===== config.mk =====
export PLATFORM = sky130hd
export DESIGN_NAME = bsf_front
export DESIGN_NICKNAME = d
export VERILOG_FILES = /design/src/rtl/bsf_pkg.sv /design/src/rtl/bsf_cmp_xchg.sv /design/src/rtl/bsf_sorter.sv /design/src/rtl/bsf_trap.sv /design/src/rtl/bsf_concentrator.sv /design/src/rtl/bsf_front.sv
export SDC_FILE = /design/constraint.sdc
export NUM_CORES = 1
export LEC_CHECK = 0
export ABC_AREA = 1
export BUFFER_PORTS_ARGS = -buffer_cell sky130_fd_sc_hd__clkbuf_2
export CORE_MARGIN = 2
export CORE_UTILIZATION = 45
export DETAILED_ROUTE_END_ITERATION = 6
export PLACE_DENSITY = 0.68
export SYNTH_ARGS = -nofsm -noshare
export SYNTH_HDL_FRONTEND = slang
export SYNTH_SLANG_ARGS = --single-unit

===== constraint.sdc =====
create_clock -name clk -period 12.5 [get_ports clk]
set_clock_uncertainty 0.15 [all_clocks]
set_input_delay 1.25 -clock clk [delete_from_list [all_inputs] [get_ports clk]]
set_output_delay 1.25 -clock clk [all_outputs]
set_load 0.02 [all_outputs]

===== src/rtl/bsf_pkg.sv =====
package bsf_pkg;
    localparam int LANES   = 8;
    localparam int TAG_W   = $clog2(LANES);
    localparam int PAY_W   = 8;
    localparam int LOG_N   = $clog2(LANES);
    localparam int N_STAGE = LOG_N * (LOG_N + 1) / 2;
    localparam int CNT_W   = LOG_N + 1;

    // Sort key is {empty, tag}: the two most significant fields.
    typedef struct packed {
        logic             empty;
        logic [TAG_W-1:0] tag;
        logic [PAY_W-1:0] pay;
    } lane_t;
endpackage


===== src/rtl/bsf_cmp_xchg.sv =====
module bsf_cmp_xchg
    import bsf_pkg::*;
#(
    parameter bit ASCEND = 1'b1
) (
    input  lane_t a_i,
    input  lane_t b_i,
    output lane_t a_o,
    output lane_t b_o
);
    logic [TAG_W:0] key_a;
    logic [TAG_W:0] key_b;
    logic           swap;

    assign key_a = {a_i.empty, a_i.tag};
    assign key_b = {b_i.empty, b_i.tag};
    assign swap  = ASCEND ? (key_a > key_b) : (key_a < key_b);
    assign a_o   = swap ? b_i : a_i;
    assign b_o   = swap ? a_i : b_i;
endmodule


===== src/rtl/bsf_sorter.sv =====
module bsf_sorter
    import bsf_pkg::*;
(
    input  lane_t lane_i [LANES],
    output lane_t lane_o [LANES]
);
    lane_t st [N_STAGE+1][LANES];

    for (genvar i = 0; i < LANES; i++) begin : g_in
        assign st[0][i]  = lane_i[i];
        assign lane_o[i] = st[N_STAGE][i];
    end

    // Merge phase p builds ordered runs of 2^(p+1); pass d halves the span.
    for (genvar p = 0; p < LOG_N; p++) begin : g_phase
        for (genvar d = 0; d <= p; d++) begin : g_pass
            localparam int SPAN = 1 << (p - d);
            localparam int BLK  = 2 << p;
            localparam int SIDX = p * (p + 1) / 2 + d;
            for (genvar i = 0; i < LANES; i++) begin : g_lane
                if ((i & SPAN) == 0) begin : g_ce
                    bsf_cmp_xchg #(.ASCEND((i & BLK) == 0)) u_ce (
                        .a_i(st[SIDX][i]),
                        .b_i(st[SIDX][i | SPAN]),
                        .a_o(st[SIDX+1][i]),
                        .b_o(st[SIDX+1][i | SPAN])
                    );
                end
            end
        end
    end
endmodule


===== src/rtl/bsf_trap.sv =====
module bsf_trap
    import bsf_pkg::*;
(
    input  lane_t            lane_i [LANES],
    output logic [LANES-1:0] trap_o
);
    assign trap_o[0] = 1'b0;
    for (genvar i = 1; i < LANES; i++) begin : g_dup
        assign trap_o[i] = !lane_i[i].empty && !lane_i[i-1].empty
                         && (lane_i[i].tag == lane_i[i-1].tag);
    end
endmodule


===== src/rtl/bsf_concentrator.sv =====
module bsf_concentrator
    import bsf_pkg::*;
(
    input  lane_t            lane_i [LANES],
    input  logic [LANES-1:0] trap_i,
    output lane_t            lane_o [LANES]
);
    logic [CNT_W-1:0] cnt;

    always_comb begin
        cnt = '0;
        for (int k = 0; k < LANES; k++) begin
            lane_o[k] = '{empty: 1'b1, tag: '0, pay: '0};
        end
        for (int i = 0; i < LANES; i++) begin
            if (!lane_i[i].empty && !trap_i[i]) begin
                lane_o[cnt[LOG_N-1:0]] = lane_i[i];
                cnt = cnt + 1'b1;
            end
        end
    end
endmodule


===== src/rtl/bsf_front.sv =====
module bsf_front
    import bsf_pkg::*;
(
    input  logic                   clk,
    input  logic                   rst_n,
    input  logic [LANES-1:0]       in_vld,
    input  logic [LANES*TAG_W-1:0] in_tag,
    input  logic [LANES*PAY_W-1:0] in_pay,
    output logic [LANES-1:0]       srt_vld,
    output logic [LANES*TAG_W-1:0] srt_tag,
    output logic [LANES*PAY_W-1:0] srt_pay,
    output logic [LANES-1:0]       srt_trap,
    output logic [LANES-1:0]       out_vld,
    output logic [LANES*TAG_W-1:0] out_tag,
    output logic [LANES*PAY_W-1:0] out_pay
);
    lane_t            raw    [LANES];
    lane_t            sorted [LANES];
    lane_t            packed_l [LANES];
    logic [LANES-1:0] trap;

    logic [LANES-1:0]       nx_svld, nx_ovld;
    logic [LANES*TAG_W-1:0] nx_stag, nx_otag;
    logic [LANES*PAY_W-1:0] nx_spay, nx_opay;

    for (genvar i = 0; i < LANES; i++) begin : g_io
        assign raw[i].empty = !in_vld[i];
        assign raw[i].tag   = in_tag[i*TAG_W +: TAG_W];
        assign raw[i].pay   = in_pay[i*PAY_W +: PAY_W];

        assign nx_svld[i]                 = !sorted[i].empty;
        assign nx_stag[i*TAG_W +: TAG_W]  = sorted[i].tag;
        assign nx_spay[i*PAY_W +: PAY_W]  = sorted[i].pay;
        assign nx_ovld[i]                 = !packed_l[i].empty;
        assign nx_otag[i*TAG_W +: TAG_W]  = packed_l[i].tag;
        assign nx_opay[i*PAY_W +: PAY_W]  = packed_l[i].pay;
    end

    bsf_sorter u_sort (
        .lane_i(raw),
        .lane_o(sorted)
    );

    bsf_trap u_trap (
        .lane_i(sorted),
        .trap_o(trap)
    );

    bsf_concentrator u_conc (
        .lane_i(sorted),
        .trap_i(trap),
        .lane_o(packed_l)
    );

    always_ff @(posedge clk) begin
        if (!rst_n) begin
            srt_vld  <= '0;
            srt_tag  <= '0;
            srt_pay  <= '0;
            srt_trap <= '0;
            out_vld  <= '0;
            out_tag  <= '0;
            out_pay  <= '0;
        end else begin
            srt_vld  <= nx_svld;
            srt_tag  <= nx_stag;
            srt_pay  <= nx_spay;
            srt_trap <= trap;
            out_vld  <= nx_ovld;
            out_tag  <= nx_otag;
            out_pay  <= nx_opay;
        end
    end

    // empty ordered lanes sit above all occupied ones
    p_srt_thermo_r3: assert property (@(posedge clk) disable iff (!rst_n)
        (srt_vld & (srt_vld + 1'b1)) == '0);

    // one register stage between input count and ordered count
    p_count_latency_r9: assert property (@(posedge clk) disable iff (!rst_n)
        rst_n |=> $countones(srt_vld) == $countones($past(in_vld)));

    // flags only on occupied lanes, never on lane 0
    p_trap_occupied_r5: assert property (@(posedge clk) disable iff (!rst_n)
        ((srt_trap & ~srt_vld) == '0) && !srt_trap[0]);

    // packed lanes form a thermometer code
    p_out_thermo_r6: assert property (@(posedge clk) disable iff (!rst_n)
        (out_vld & (out_vld + 1'b1)) == '0);

    // survivors equal ordered occupants minus flagged ones
    p_out_count_r6: assert property (@(posedge clk) disable iff (!rst_n)
        $countones(out_vld) == $countones(srt_vld) - $countones(srt_trap));
endmodule


==> flow_summary.json, run 1 <==
{
  "hold_viol_final": 0,
  "fin_crit_ns": 11.61,
  "max-cap-violations": 0,
  "synthArstFlopShare": 0,
  "gp_congestion": 1.01,
  "drc": 0,
  "via_per_inst": 5.37,
  "dp_slack_ns": -0.325,
  "num_io_pins": 298,
  "grt_remaining_overflow": 0,
  "nNetsFinal": 4134,
  "num_antenna_cells": 0,
  "core_um2": 44300,
  "critPathMaxFanout": 34,
  "synth-main-ff-cell": "dfxtp_1",
  "yosysSeqAreaShare": 0.196,
  "antenna_found_initial": 1,
  "avgRoutedWirePerCell_um": 17.9,
  "htree_levels": 4,
  "cp-start-kind": "primary input",
  "synth_nets": 3914,
  "fin_setup_tns_ns": 0,
  "clockRootBuffer": "clkbuf_16",
  "critPathSlowestCell": "o21ai_0",
  "dr.pass1.iters": 6,
  "crit_type": "in2reg",
  "grtUsageTotal": 0.341,
  "clk_pin_slew_ns": 0.13,
  "crit_required_ns": 12.76,
  "rsz0062_at_grt": "yes",
  "slew_viol_final": 0,
  "synth.avg_cell_area_um2": 5.47,
  "drive_gt1_frac": 0.156,
  "arrival_ns": 11.86,
  "status": "finished, final reports clean",
  "cts-root-to-sink-buffers": 2,
  "whs_endpoint": "out_tag[6]",
  "first_iter_violations": 2737,
  "min_from": "rst_n",
  "hold_depth": 4,
  "relSlewSlack": 0.0945,
  "rows": 77,
  "cts_tree": "done",
  "synth_cell_types": 50,
  "portBuffers": 296,
  "syn_to_final_growth_pct": 14.6,
  "synth_edf_count": 0,
  "cts_buffers": 17,
  "antenna_left": 0,
  "die_y_um": 216,
  "yosysMostFrequentCell": "nand2_1",
  "yosysTopAreaCellShare": 0.224,
  "fmax_mhz": 86.2,
  "max_stage_delay_ns": 0.39,
  "routed_wl_um": 81200,
  "die_w_um": 216,
  "initial_core_util": 0.458,
  "grt_pass1_wl_um": 123000,
  "min_path_type": "in2reg",
  "cts.sinks": 199,
  "ys_ff_latch": 199,
  "setup_slack_ns": 0.895,
  "grt_max_degree": 90,
  "fillerInstances": 4892,
  "synth_top_area_cell": "nand2_1",
  "yosys-top-cells-area": "nand2_1 22%, dfxtp_1 20%, o21ai_0 13%",
  "holdBufCountCts": 0,
  "crit_path_frequent_cell": "nand2_1",
  "die_area_um2": 46800,
  "worst_pin_slew_ns": 1.34,
  "grt_pass1_vias": 22000,
  "ys_warn_count": 0,
  "synthCells": 3705,
  "worst_setup_path_end_kind": "flop",
  "num_vias": 24300,
  "netlist_area_um2": 20300,
  "dp_hpwl_um": 65600,
  "setup_violations": 0,
  "synth_common_cells": "1210 x nand2_1, 507 x o21ai_0, 503 x inv_1",
  "fin_crit_sh": 0.928
}
per-stage QoR:
stage	cells	hold slack [ns]	utilization	area, um2
4_1_cts	4516	1.24	0.517	22900
3_5_place_dp	4484	1.51	0.504	22300
5_1_grt	4530	1.31	0.524	23200
3_3_place_gp	4484	1.51	0.504	22300
2_1_floorplan	3705	1.44	-	20300
6_report	4530	1.32	0.524	23200
cell type report:
cell class | count | area [um2] | area share
Timing Repair Buffer | 388 | 2230 | 0.0961
Sequential cell | 199 | 3980 | 0.171
Timing Repair inverter | 2 | 10.0 | 0.000431
Multi-Input combinational cell | 2781 | 13600 | 0.587
Clock inverter | 15 | 173 | 0.00743
Clock buffer | 17 | 425 | 0.0183
Tap cell | 592 | 741 | 0.0319
Inverter | 536 | 2040 | 0.0876
worst max-delay path, delay by kind of cell:
family                   cells  cell delay [ns]
AO/OA/AOI/OAI               15             2.95
adder cells (fa/ha/maj)      8             2.24
buffers and inverters       17             2.39
AND/OR/NAND/NOR             30             3.00
state kept, by name, indices dropped and copies added, names as in the netlist:
register	count
out_tag	24
out_vld	8
out_pay	64
srt_tag	24
srt_pay	64
srt_vld	8
srt_trap	7
cell families after synthesis:
kind of cell             share of synthesized area
adder cells (fa/ha/maj)                     0.0685
buffers and inverters                        0.145
other                                     0.000185
AO/OA/AOI/OAI                                0.206
AND/OR/NAND/NOR                              0.384
XOR/XNOR                                  0.000432
flip-flops                                   0.196
timing repair:
item                                    4_1_cts  5_1_grt
setup buffers                                 0       10
resized for setup                             0       72
endpoints found under the setup margin        0       96
cells in the final DEF, fill, tap and decap left out, types with 4 or more instances in the layout:
cell type,instances
nand2_2,37
nand2_4,19
buf_4,85
a32oi_2,5
o21ai_0,488
nor2_1,333
o22ai_1,12
a31oi_1,6
a21boi_0,8
clkbuf_16,18
inv_2,27
nand2_1,1209
o21ai_4,4
nor3_1,12
nand4_1,9
nand3_1,214
clkbuf_2,296
o21ai_1,131
nor2_4,7
inv_4,4
nand3_2,7
a21oi_1,73
inv_1,498
o31ai_4,6
o21ai_2,39
ha_1,111
or2_1,4
dfxtp_1,199
nor2_2,10
or2_2,9
worst max path at each step:
stage | start | end | slack [ns] | cells after the start
after global routing | in_tag[4] | out_tag[8] | -0.06 | 73
after global placement | in_tag[10] | out_tag[10] | -0.17 | 57
after CTS | in_tag[10] | out_tag[8] | 0.19 | 74
after floorplan | in_vld[4] | out_pay[18] | 0.18 | 74
after detailed placement | in_tag[10] | out_pay[7] | -0.32 | 74
final | in_tag[10] | out_tag[7] | 0.89 | 70
layer usage:
layer	vias up	track usage	wire length (um)
li1	12100	-	-
met1	10800	0.450	34200
met2	1214	0.533	35000
met3	228	0.0553	7560
met4	2	0.178	4340
met5	-	0	7
Power of run 1 is left out: the tool's default activity adds up to more than one toggle a clock period on the data nets, which glitch-free logic cannot reach.
==> run 2: changes to the inputs <==
Settings changed: CORE_ASPECT_RATIO set to 1.4.
==> flow_summary.json, run 2 (synthesized netlist as in run 1, its figures left out) <==
{
  "cp-start-kind": "primary input",
  "cts.sinks": 199,
  "antenna_found_initial": 0,
  "fin_setup_tns_ns": 0,
  "drc": 0,
  "num_io_pins": 298,
  "grt_pass1_vias": 21600,
  "fin_crit_ns": 11.92,
  "die_area_um2": 46800,
  "critPathMaxFanout": 40,
  "cts_buffers": 17,
  "num_vias": 23900,
  "syn_to_final_growth_pct": 16.7,
  "min_from": "rst_n",
  "critPathSlowestCell": "o21ai_0",
  "fmax_mhz": 83.9,
  "clk_pin_slew_ns": 0.08,
  "cts-root-to-sink-buffers": 2,
  "drive_gt1_frac": 0.167,
  "crit_type": "in2reg",
  "clockRootBuffer": "clkbuf_16",
  "hold_depth": 4,
  "num_antenna_cells": 0,
  "die_w_um": 183,
  "rows": 92,
  "max_stage_delay_ns": 0.43,
  "top_regs": "out_pay x64, srt_pay x64",
  "antenna_left": 0,
  "nNetsFinal": 4177,
  "crit_path_frequent_cell": "nand2_1",
  "routed_wl_um": 80500,
  "slew_viol_final": 0,
  "max-cap-violations": 0,
  "setup_violations": 0,
  "relSlewSlack": 0.125,
  "fin_crit_sh": 0.954,
  "avgRoutedWirePerCell_um": 17.7,
  "arrival_ns": 12.15,
  "dp_hpwl_um": 65800,
  "portBuffers": 296,
  "grt_remaining_overflow": 0,
  "whs_endpoint": "out_tag[7]",
  "min_path_type": "in2reg",
  "gp_congestion": 1.01,
  "initial_core_util": 0.453,
  "worst_pin_slew_ns": 1.30,
  "die_y_um": 255,
  "grtUsageTotal": 0.331,
  "via_per_inst": 5.26,
  "htree_levels": 4,
  "first_iter_violations": 1829,
  "grt_max_degree": 90,
  "grt_pass1_wl_um": 120000,
  "core_um2": 44800,
  "worst_setup_path_end_kind": "flop",
  "cts_tree": "done",
  "status": "finished, final reports clean",
  "mostFrequentLayoutCells": "1205 x nand2_1, 496 x inv_1, 482 x o21ai_0",
  "dr.pass1.iters": 7,
  "crit_required_ns": 12.73,
  "holdBufCountCts": 0,
  "hold_viol_final": 0,
  "final_common_cell": "nand2_1"
}
[run 2: cell types whose count changed in the layout (fill, tap and decap cells not counted), moves of 3 or more]
cell        change
o21ai_1         +5
nand2_1         -4
buf_8           +3
clkinv_8        -3
nor2_2          -3
o21ai_0         -6
inv_2           -3
clkinvlp_4      +3
nand2_2         +6
buf_4          +36
[run 2: critical path: cells and delay by family]
family,cells,cell delay (ns)
adder cells (fa/ha/maj),9,2.80
buffers and inverters,20,2.50
AO/OA/AOI/OAI,12,2.49
AND/OR/NAND/NOR,27,3.06
[run 2: worst max path at each step]
stage | slack, ns | cells after the start | end | from
2_1_floorplan | 0.18 | 74 | out_pay[18] | in_vld[4]
3_3_place_gp | -0.39 | 75 | out_pay[19] | in_tag[10]
3_5_place_dp | -0.53 | 70 | out_pay[1] | in_tag[10]
4_1_cts | 0.009 | 69 | out_pay[7] | in_tag[10]
5_1_grt | -0.19 | 79 | out_tag[0] | in_tag[10]
6_report | 0.58 | 68 | out_pay[43] | in_vld[0]
[run 2: cell type report]
| class | instances | area, um2 |
|---|---|---|
| Timing Repair inverter | 1 | 7.51 |
| Inverter | 536 | 2050 |
| Multi-Input combinational cell | 2785 | 13700 |
| Clock buffer | 18 | 439 |
| Timing Repair Buffer | 428 | 2580 |
| Clock inverter | 14 | 160 |
| Sequential cell | 199 | 3980 |
| Tap cell | 564 | 706 |
| Fill cell | 4804 | 21100 |
[run 2: per-layer routing]
metal	track usage	vias up	part of all wire
li1	-	12200	-
met3	0.0347	273	0.050
met4	0.228	0	0.077
met5	0	-	0
met1	0.362	10600	0.38
met2	0.600	908	0.49
[run 2: metrics by stage]
step                instance area (um2)  instances  hold WS, ns  utilization  setup slack (ns)
global placement                  22400       4474         1.51        0.501            -0.388
finish                            23700       4545         1.37        0.529             0.575
floorplan                         20300       3705         1.44            -             0.180
CTS                               23000       4506         1.32        0.514           0.00915
detailed placement                22400       4474         1.51        0.501            -0.527
global route                      23700       4545         1.39        0.529            -0.186
[run 2: repair_timing]
item,4_1_cts,5_1_grt
setup buffers,0,31
setup endpoints to repair,29,96
pin swaps,0,15
gates resized for setup,3,103
gates cloned,0,8
Power of run 2 is left out for the same reason.
